### config.mk
export PLATFORM = sky130hd
export DESIGN_NAME = msg_rx
export DESIGN_NICKNAME = d
export VERILOG_FILES = /design/src/rtl/msg_rx_pkg.sv /design/src/rtl/msg_rx_frame.sv /design/src/rtl/msg_rx_pack.sv /design/src/rtl/msg_rx_stat.sv /design/src/rtl/msg_rx.sv
export SDC_FILE = /design/constraint.sdc
export NUM_CORES = 1
export LEC_CHECK = 0
export BUFFER_PORTS_ARGS = -buffer_cell sky130_fd_sc_hd__buf_2
export CORE_MARGIN = 3
export CORE_UTILIZATION = 61
export DETAILED_ROUTE_END_ITERATION = 6
export PLACE_DENSITY = 0.82
export SYNTH_ARGS = -nofsm -noshare
export SYNTH_HDL_FRONTEND = slang
export SYNTH_SLANG_ARGS = --single-unit
### constraint.sdc
create_clock -name clk -period 5.5 [get_ports clk]
set_input_delay 0.825 -clock clk [delete_from_list [all_inputs] [get_ports clk]]
set_output_delay 0.825 -clock clk [all_outputs]
set_load 0.02 [all_outputs]
### src/rtl/msg_rx_pkg.sv
`timescale 1ns/1ps
package msg_rx_pkg;

   typedef enum logic [0:0] {
      RX_IDLE = 1'b0,
      RX_RECV = 1'b1
   } rx_state_e;

   // position of the start and end sideband bits above the data field
   function automatic int start_pos(input int data_w);
      return data_w;
   endfunction

   function automatic int end_pos(input int data_w);
      return data_w + 1;
   endfunction

endpackage

### src/rtl/msg_rx_frame.sv
`timescale 1ns/1ps
module msg_rx_frame
   import msg_rx_pkg::*;
#(
   parameter int LEN_W  = 12,
   parameter int LANE_W = 2,
   localparam int ADDR_W = LEN_W - LANE_W
) (
   input  logic              clk,
   input  logic              rst_n,
   input  logic [LEN_W-1:0]  cfg_size,
   input  logic              bus_start,
   input  logic              bus_end,
   output logic              take,
   output logic              last,
   output logic              hit_end,
   output logic [LANE_W-1:0] lane_idx,
   output logic [ADDR_W-1:0] word_idx,
   output logic [LEN_W-1:0]  len_nxt,
   output logic              busy
);

   rx_state_e        state_q;
   logic [LEN_W-1:0] cnt_q;
   logic [LEN_W-1:0] size_q;
   logic [LEN_W-1:0] cnt_inc;
   logic             hit_limit;

   // size limit is held from reset onward
   always_ff @(posedge clk) begin
      if (!rst_n) begin
         size_q <= cfg_size;
      end
   end

   always_ff @(posedge clk) begin
      if (!rst_n) begin
         state_q <= RX_IDLE;
         cnt_q   <= '0;
      end else begin
         case (state_q)
            RX_IDLE: begin
               if (bus_start) begin
                  state_q <= RX_RECV;
                  cnt_q   <= '0;
               end
            end
            RX_RECV: begin
               cnt_q <= cnt_inc;
               if (last) begin
                  state_q <= RX_IDLE;
               end
            end
            default: state_q <= RX_IDLE;
         endcase
      end
   end

   assign cnt_inc   = cnt_q + 1'b1;
   assign take      = (state_q == RX_RECV);
   assign hit_limit = (cnt_inc == size_q);
   assign hit_end   = bus_end;
   assign last      = take && (bus_end || hit_limit);
   assign lane_idx  = cnt_q[LANE_W-1:0];
   assign word_idx  = cnt_q[LEN_W-1:LANE_W];
   assign len_nxt   = cnt_inc;
   assign busy      = take;

endmodule

### src/rtl/msg_rx_pack.sv
`timescale 1ns/1ps
module msg_rx_pack #(
   parameter int DATA_W = 8,
   parameter int LANES  = 4,
   parameter int ADDR_W = 10,
   localparam int LANE_W = $clog2(LANES),
   localparam int WORD_W = DATA_W * LANES
) (
   input  logic              clk,
   input  logic              rst_n,
   input  logic              take,
   input  logic              flush,
   input  logic [LANE_W-1:0] lane_idx,
   input  logic [ADDR_W-1:0] word_idx,
   input  logic [DATA_W-1:0] byte_in,
   output logic              wr_valid,
   output logic [ADDR_W-1:0] wr_addr,
   output logic [WORD_W-1:0] wr_data
);

   logic [WORD_W-1:0] word_d;
   logic              emit;

   for (genvar g = 0; g < LANES; g++) begin : g_lane
      logic [DATA_W-1:0] lane_q;
      logic [DATA_W-1:0] lane_d;

      // writing lane 0 opens a fresh word, so every other lane is cleared
      always_comb begin
         if (lane_idx == LANE_W'(g)) begin
            lane_d = byte_in;
         end else if (lane_idx == '0) begin
            lane_d = '0;
         end else begin
            lane_d = lane_q;
         end
      end

      always_ff @(posedge clk) begin
         if (!rst_n) begin
            lane_q <= '0;
         end else if (take) begin
            lane_q <= lane_d;
         end
      end

      assign word_d[g*DATA_W +: DATA_W] = lane_d;
   end

   assign emit = take && ((lane_idx == LANE_W'(LANES - 1)) || flush);

   always_ff @(posedge clk) begin
      if (!rst_n) begin
         wr_valid <= 1'b0;
         wr_addr  <= '0;
         wr_data  <= '0;
      end else begin
         wr_valid <= emit;
         if (emit) begin
            wr_addr <= word_idx;
            wr_data <= word_d;
         end
      end
   end

endmodule

### src/rtl/msg_rx_stat.sv
`timescale 1ns/1ps
module msg_rx_stat #(
   parameter int LEN_W = 12
) (
   input  logic             clk,
   input  logic             rst_n,
   input  logic             last,
   input  logic             hit_end,
   input  logic [LEN_W-1:0] len_nxt,
   output logic             done,
   output logic [LEN_W-1:0] done_len,
   output logic             done_by_limit
);

   always_ff @(posedge clk) begin
      if (!rst_n) begin
         done          <= 1'b0;
         done_len      <= '0;
         done_by_limit <= 1'b0;
      end else begin
         done <= last;
         if (last) begin
            done_len      <= len_nxt;
            // the end marker takes priority over the limit
            done_by_limit <= !hit_end;
         end
      end
   end

endmodule

### src/rtl/msg_rx.sv
`timescale 1ns/1ps
module msg_rx
   import msg_rx_pkg::*;
#(
   parameter int DATA_W = 8,
   parameter int LANES  = 4,
   parameter int LEN_W  = 12,
   localparam int LANE_W = $clog2(LANES),
   localparam int ADDR_W = LEN_W - LANE_W,
   localparam int WORD_W = DATA_W * LANES,
   localparam int BUS_W  = DATA_W + 2
) (
   input  logic              clk,
   input  logic              rst_n,
   input  logic [LEN_W-1:0]  cfg_size,
   input  logic [BUS_W-1:0]  rx_bus,
   output logic              busy,
   output logic              wr_valid,
   output logic [ADDR_W-1:0] wr_addr,
   output logic [WORD_W-1:0] wr_data,
   output logic              done,
   output logic [LEN_W-1:0]  done_len,
   output logic              done_by_limit
);

   if (LANES < 2 || (LANES & (LANES - 1)) != 0) begin : g_bad_lanes
      $error("msg_rx: LANES must be a power of two of at least 2");
   end
   if (DATA_W < 1) begin : g_bad_data
      $error("msg_rx: DATA_W must be positive");
   end
   if (LEN_W <= LANE_W) begin : g_bad_len
      $error("msg_rx: LEN_W must exceed the lane index width");
   end

   logic              take;
   logic              last;
   logic              hit_end;
   logic [LANE_W-1:0] lane_idx;
   logic [ADDR_W-1:0] word_idx;
   logic [LEN_W-1:0]  len_nxt;

   msg_rx_frame #(
      .LEN_W  (LEN_W),
      .LANE_W (LANE_W)
   ) u_frame (
      .clk       (clk),
      .rst_n     (rst_n),
      .cfg_size  (cfg_size),
      .bus_start (rx_bus[start_pos(DATA_W)]),
      .bus_end   (rx_bus[end_pos(DATA_W)]),
      .take      (take),
      .last      (last),
      .hit_end   (hit_end),
      .lane_idx  (lane_idx),
      .word_idx  (word_idx),
      .len_nxt   (len_nxt),
      .busy      (busy)
   );

   msg_rx_pack #(
      .DATA_W (DATA_W),
      .LANES  (LANES),
      .ADDR_W (ADDR_W)
   ) u_pack (
      .clk      (clk),
      .rst_n    (rst_n),
      .take     (take),
      .flush    (last),
      .lane_idx (lane_idx),
      .word_idx (word_idx),
      .byte_in  (rx_bus[DATA_W-1:0]),
      .wr_valid (wr_valid),
      .wr_addr  (wr_addr),
      .wr_data  (wr_data)
   );

   msg_rx_stat #(
      .LEN_W (LEN_W)
   ) u_stat (
      .clk           (clk),
      .rst_n         (rst_n),
      .last          (last),
      .hit_end       (hit_end),
      .len_nxt       (len_nxt),
      .done          (done),
      .done_len      (done_len),
      .done_by_limit (done_by_limit)
   );

endmodule

Word-level counts from Yosys, hierarchy flattened

Cells that the tools add are included.

Flip-flop bits (word level): 114
Bits of input ports: 24
Output and inout port bits: 58
Word-level logic and storage cells: 38

$add $sub $neg: 1
Equality and inequality tests: 5
Multiplexer cells: 12
Bitwise operators: 1
Reduce and logical (&&, ||, !) cells: 6

Operators by type and width:

| operator                | count |
|---|---|
| $mux W8                 | 7 |
| $pmux W12 S2            | 1 |
| $add A12 B1 Y12 const B | 1 |
| $eq A12 B12 Y1          | 1 |
| $mux W12                | 1 |
| $eq A2 B2 Y1 const B    | 2 |
| $eq A2 B1 Y1 const B    | 1 |
| $logic_and A1 B1 Y1     | 2 |
| $logic_not A2 Y1        | 1 |
| $logic_or A1 B1 Y1      | 2 |
| $mux W1                 | 2 |
| $ne A2 B2 Y1 const B    | 1 |
| $pmux W1 S2             | 1 |
| $logic_not A1 Y1        | 1 |
| $not A1 Y1              | 1 |

Longest topological paths before layout

Depth in word-level cells: 6
Gate-level depth with buffers: 10
Depth with buffers taken out: 9

Hierarchy

From an unflattened synthesis, not the netlist that was laid out.

Cells, all modules: 558
Area, all modules: 5357.6 µm²

Modules (own cells, without submodules):

| module       | instances | cells each | area each (µm²) | sequential area each (µm²) |
|---|---|---|---|---|
| msg_rx_pack  | 1         | 352        | 3283.1          | 1501.4 |
| msg_rx_frame | 1         | 162        | 1542.7          | 620.6 |
| msg_rx_stat  | 1         | 44         | 531.8           | 280.3 |

Worst setup path before layout

OpenSTA, ideal clock, no wires.

Path type: register to register
Start: register u_frame.cnt_q[0]
End: register u_stat.done_len[8]
Library setup time: 0.121 ns
Data arrival time: 2.500 ns
Data required time: 5.379 ns
Path slack: 2.878 ns
Cell stages (with the launch flop): 11
Buffers on the path: 1
Clock period less this slack: 2.622 ns
Cell sequence: dfxtp_1 -> inv_1 -> ha_1 -> xor2_1 -> a2111oi_0 -> o311ai_0 -> a211oi_2 -> nand4_4 -> nand2_2 -> buf_6 -> mux2_4

Word-level cells in the longest chain between the ends: 4

RTL lines:

| item                     | line               | RTL |
|---|---|---|
| start: declaration       | msg_rx_frame.sv:24 | `logic [LEN_W-1:0] cnt_q;` |
| start signal: assignment | msg_rx_frame.sv:49 | `cnt_q <= cnt_inc;` |
| $add A12 B1 Y12          | msg_rx_frame.sv:59 | `assign cnt_inc = cnt_q + 1'b1;` |
| net len_nxt[0]           | msg_rx.sv:41       | `logic [LEN_W-1:0] len_nxt;` |
| $eq A12 B12 Y1           | msg_rx_frame.sv:61 | `assign hit_limit = (cnt_inc == size_q);` |
| $logic_or A1 B1 Y1       | msg_rx_frame.sv:63 | `assign last = take && (bus_end \|\| hit_limit);` |
| $logic_and A1 B1 Y1      | msg_rx_frame.sv:63 |  |
| end signal: assignment   | msg_rx_stat.sv:23  | `done_len <= len_nxt;` |
| end: declaration         | msg_rx_stat.sv:11  | `output logic [LEN_W-1:0] done_len,` |

The timed path passes the listed nets, and every way through them passes these cells.
A chain may end at the register's enable or synchronous reset.

Worst setup path in the final report

Start: register u_frame.cnt_q[0]
End: register u_pack.wr_data[29]

Word-level cells in the longest chain between the ends: 6
Elaborated cells on any way between the ends: 10
Those cells by class: add/sub (1); eq/ne (2); mux (2); reduce/logical (5)

RTL lines:

| item                   | line               | RTL |
|---|---|---|
| $add A12 B1 Y12        | msg_rx_frame.sv:59 |  |
| $eq A12 B12 Y1         | msg_rx_frame.sv:61 |  |
| $logic_or A1 B1 Y1     | msg_rx_frame.sv:63 |  |
| $logic_and A1 B1 Y1    | msg_rx_frame.sv:63 |  |
| $logic_or A1 B1 Y1     | msg_rx_pack.sv:50  | `assign emit = take && ((lane_idx == LANE_W'(LANES - 1)) \|\| flush);` |
| $logic_and A1 B1 Y1    | msg_rx_pack.sv:50  |  |
| end signal: assignment | msg_rx_pack.sv:61  | `wr_data <= word_d;` |
| end: declaration       | msg_rx_pack.sv:18  | `output logic [WORD_W-1:0] wr_data` |

Parallel ways exist; a longest one is shown, timed or not.

==> impl_metrics.json <==
{
  "dp_hpwl_um": 7740,
  "status": "completed",
  "route.vias.total": 4306,
  "crit_path_start_kind": "register",
  "crit_family": "simple AND/OR/NAND/NOR gates",
  "clk_path_buf_depth": 2,
  "fmax_mhz": 297,
  "stdcell_count": 737,
  "hold_viol": 0,
  "cts_num_sinks": 114,
  "sequentialPowerShare": 0.427,
  "critPathLaunch": "u_frame.cnt_q[0]$_SDFFE_PN0P_",
  "drv_slew": 0,
  "die_y_um": 98.1,
  "path_cells": "ha_1, nand3_2, o311ai_0, o311ai_0, a211oi_2, nand4_4, nand2_4, mux2i_1",
  "crit_fanout": 42,
  "crit_required_ns": 5.93,
  "wirelength_um": 12200,
  "hold_slack_ns": 0.453,
  "r2r_end": "u_pack.wr_data[29]$_SDFFE_PN0P_",
  "peakVddDrop_mv": 0.220,
  "crit_buf_inv": 0,
  "cts.htree.levels": 4,
  "drv_cap": 0,
  "grt_first_pass_wirelength_um": 19900,
  "dp_slack_ns": 2.15,
  "crit_type": "reg -> reg",
  "setup_viol": 0,
  "insertion_delay_ns": 0.52,
  "synth_commonest_cells": "nand2_1, dfxtp_1, mux2i_1",
  "p_total_mw": 2.05,
  "grt_pass1_vias": 3841,
  "swShare": 0.256,
  "ant_nets": 0,
  "core_sq_um": 7970,
  "synth_seq_cells": 114,
  "place.gp.congestion": 0.859,
  "synth.most_common_cell": "nand2_1",
  "fin_crit_ns": 3.37,
  "netSwitchingPower_mw": 0.524,
  "synth_top_area_share": 0.394,
  "viasPerCell": 5.84,
  "synth.area.top_cells": "dfxtp_1, mux2i_1, nand2_1",
  "drive_gt1_frac": 0.214,
  "insertedDiodeCount": 0,
  "first_pass_iters": 5,
  "hp-class": "reg -> reg",
  "clk_pin_slew_worst_paths_ns": 0.06,
  "design.die.area_sq_um": 9630,
  "port_buffers": 81,
  "syn2layout_area_growth_pct": 17.3,
  "holdPathEnd": "u_pack.wr_data[13]$_SDFFE_PN0P_",
  "synthCells": 566,
  "hp-start": "u_pack.wr_data[13]$_SDFFE_PN0P_",
  "internal_power_mw": 1.52,
  "cp_common_cell": "o311ai_0",
  "ctsHoldBuffers": 0,
  "chipWidth_um": 98.1,
  "ys_seq_area_frac": 0.464,
  "nNetsFinal": 650,
  "rrSetupSlack_ns": 2.13,
  "grt_usage": 0.255,
  "placed_cell_area_sq_um": 5510,
  "fin_crit_sh": 0.612,
  "max_slew_margin": 0.325,
  "io_pins": 82,
  "ys_dominant_reg_cell": "dfxtp_1",
  "dp_cells": 705,
  "powerDensity_nw_per_um2": 337,
  "start_util": 0.650,
  "rr_worst_depth": 8,
  "first_iter_violations": 284,
  "tightest_slew_ns": 1.01,
  "syn_area_per_cell_sq_um": 9.15,
  "endpoint_kind": "register",
  "antenna_found_initial": 0,
  "ctsResizeCount": 0,
  "utilization": 0.763,
  "r2r-start": "u_frame.cnt_q[0]$_SDFFE_PN0P_",
  "comb_power_share": 0.074,
  "placementRows": 32,
  "grt_max_degree": 110,
  "worst_slack_ns": 2.13,
  "overflow": 0,
  "yosys.area.top_type": "dfxtp_1",
  "numCtsBuffers": 17,
  "drc": 0,
  "clockPowerShare": 0.499,
  "clock_skew_ns": 0.0116,
  "synthDistinctLibCells": 49,
  "critPathArrivalTime_ns": 3.80,
  "postCtsSetupRepairBufs": 0,
  "final_area_sq_um": 6080,
  "synth_nets": 594,
  "wl_per_cell_um": 16.5,
  "async_reset_ff_frac": 0,
  "fin_setup_tns_ns": 0,
  "synth-edff-count": 12,
  "rsz0062_at_grt": "no",
  "yosys_warnings": 0,
  "min_path_cells": 2,
  "leakage_nw": 2.41,
  "synthesis.area_sq_um": 5180,
  "max_stage_delay_ns": 0.63,
  "cts-root-buf": "clkbuf_8",
  "slowest_stage": "ha_1",
  "cts_tree": "yes"
}
==> cells by family (layout without fill, tap and decap cells) <==
kind of cell	count (synthesis)	after routing	share of synthesized area
AND/OR/NAND/NOR	213	213	0.182
multiplexers	62	62	0.123
XOR/XNOR	21	21	0.0382
buffers and inverters	56	125	0.0495
AO/OA/AOI/OAI	96	96	0.133
flip-flops	114	114	0.464
adder cells (fa/ha/maj)	4	4	0.00966
==> worst max path at each step <==
| stage | endpoint | slack (ns) | cells past startpoint |
|---|---|---|---|
| 2_1_floorplan | u_stat.done_len[8]$_SDFFE_PN0P_ | 2.88 | 10 |
| 3_3_place_gp | u_pack.wr_addr[3]$_SDFFE_PN0P_ | 2.26 | 9 |
| 3_5_place_dp | u_pack.wr_data[7]$_SDFFE_PN0P_ | 2.15 | 8 |
| 4_1_cts | u_pack.wr_data[7]$_SDFFE_PN0P_ | 2.15 | 8 |
| 5_1_grt | u_pack.wr_addr[4]$_SDFFE_PN0P_ | 1.84 | 8 |
| 6_report | u_pack.wr_data[29]$_SDFFE_PN0P_ | 2.13 | 8 |
==> placed cells by master, fill, tap and decap left out, types with 2 or more instances in the layout <==
master	synthesis	layout
nand2_1	116	116
dfxtp_1	102	102
buf_2	4	81
mux2i_1	51	51
nor2_1	46	46
a22oi_1	24	24
a21oi_1	24	24
a22o_1	24	24
clkbuf_16	0	18
nand3_1	16	16
xnor2_1	13	13
edfxtp_1	12	12
mux2_2	10	10
inv_1	8	8
o21ai_0	8	8
xor2_1	7	7
nor3_1	7	7
and2_1	5	5
clkinvlp_4	0	5
ha_1	4	4
o21ai_1	3	3
and3_1	3	3
nor2b_1	3	3
o311ai_0	3	3
nor3b_1	3	3
or3_1	3	3
inv_6	0	3
clkinv_4	0	3
buf_4	1	3
nand3_2	2	2
nand3b_1	2	2
a21o_1	2	2
clkinv_2	0	2
==> final cells by class <==
class / instances / area [sq um]
clock buffers: 19 / 464
flip-flops and latches: 114 / 2400
fillers: 574 / 1890
multi-input cells: 396 / 2520
well taps: 102 / 128
repair buffers: 84 / 428
clock inverters: 13 / 100
inverters: 9 / 33.8
==> power by group through the flow <==
stage | clock, mW | sequential [mW] | combinational [mW]
floorplan | 0 | 0.894 | 0.105
global placement | 0 | 0.890 | 0.146
detailed placement | 0 | 0.891 | 0.148
CTS | 1.03 | 0.873 | 0.149
global route | 1.08 | 0.875 | 0.164
finish | 1.02 | 0.874 | 0.150
==> layer usage <==
metal | global-route usage | wire [um] | vias to the layer above
li1 | - | - | 2072
met1 | 0.383 | 5960 | 2058
met2 | 0.355 | 5300 | 162
met3 | 0.0579 | 772 | 14
met4 | 0.0977 | 125 | 0
met5 | 0 | 0 | -
==> state kept, by name (all words and copies together) (netlist names) <==
signal	cells
u_frame.busy	1
u_frame.cnt_q	12
u_frame.size_q	12
u_pack.g_lane.lane_q	32
u_pack.wr_addr	10
u_pack.wr_data	32
u_pack.wr_valid	1
u_stat.done	1
u_stat.done_by_limit	1
u_stat.done_len	12
==> worst min-delay path, cell delays in order, from the launching register on <==
cell	delay (ns)
dfxtp_1	0.31
nand2_1	0.05
mux2i_1	0.05
Note: power is estimated with default switching activity, not from simulation.
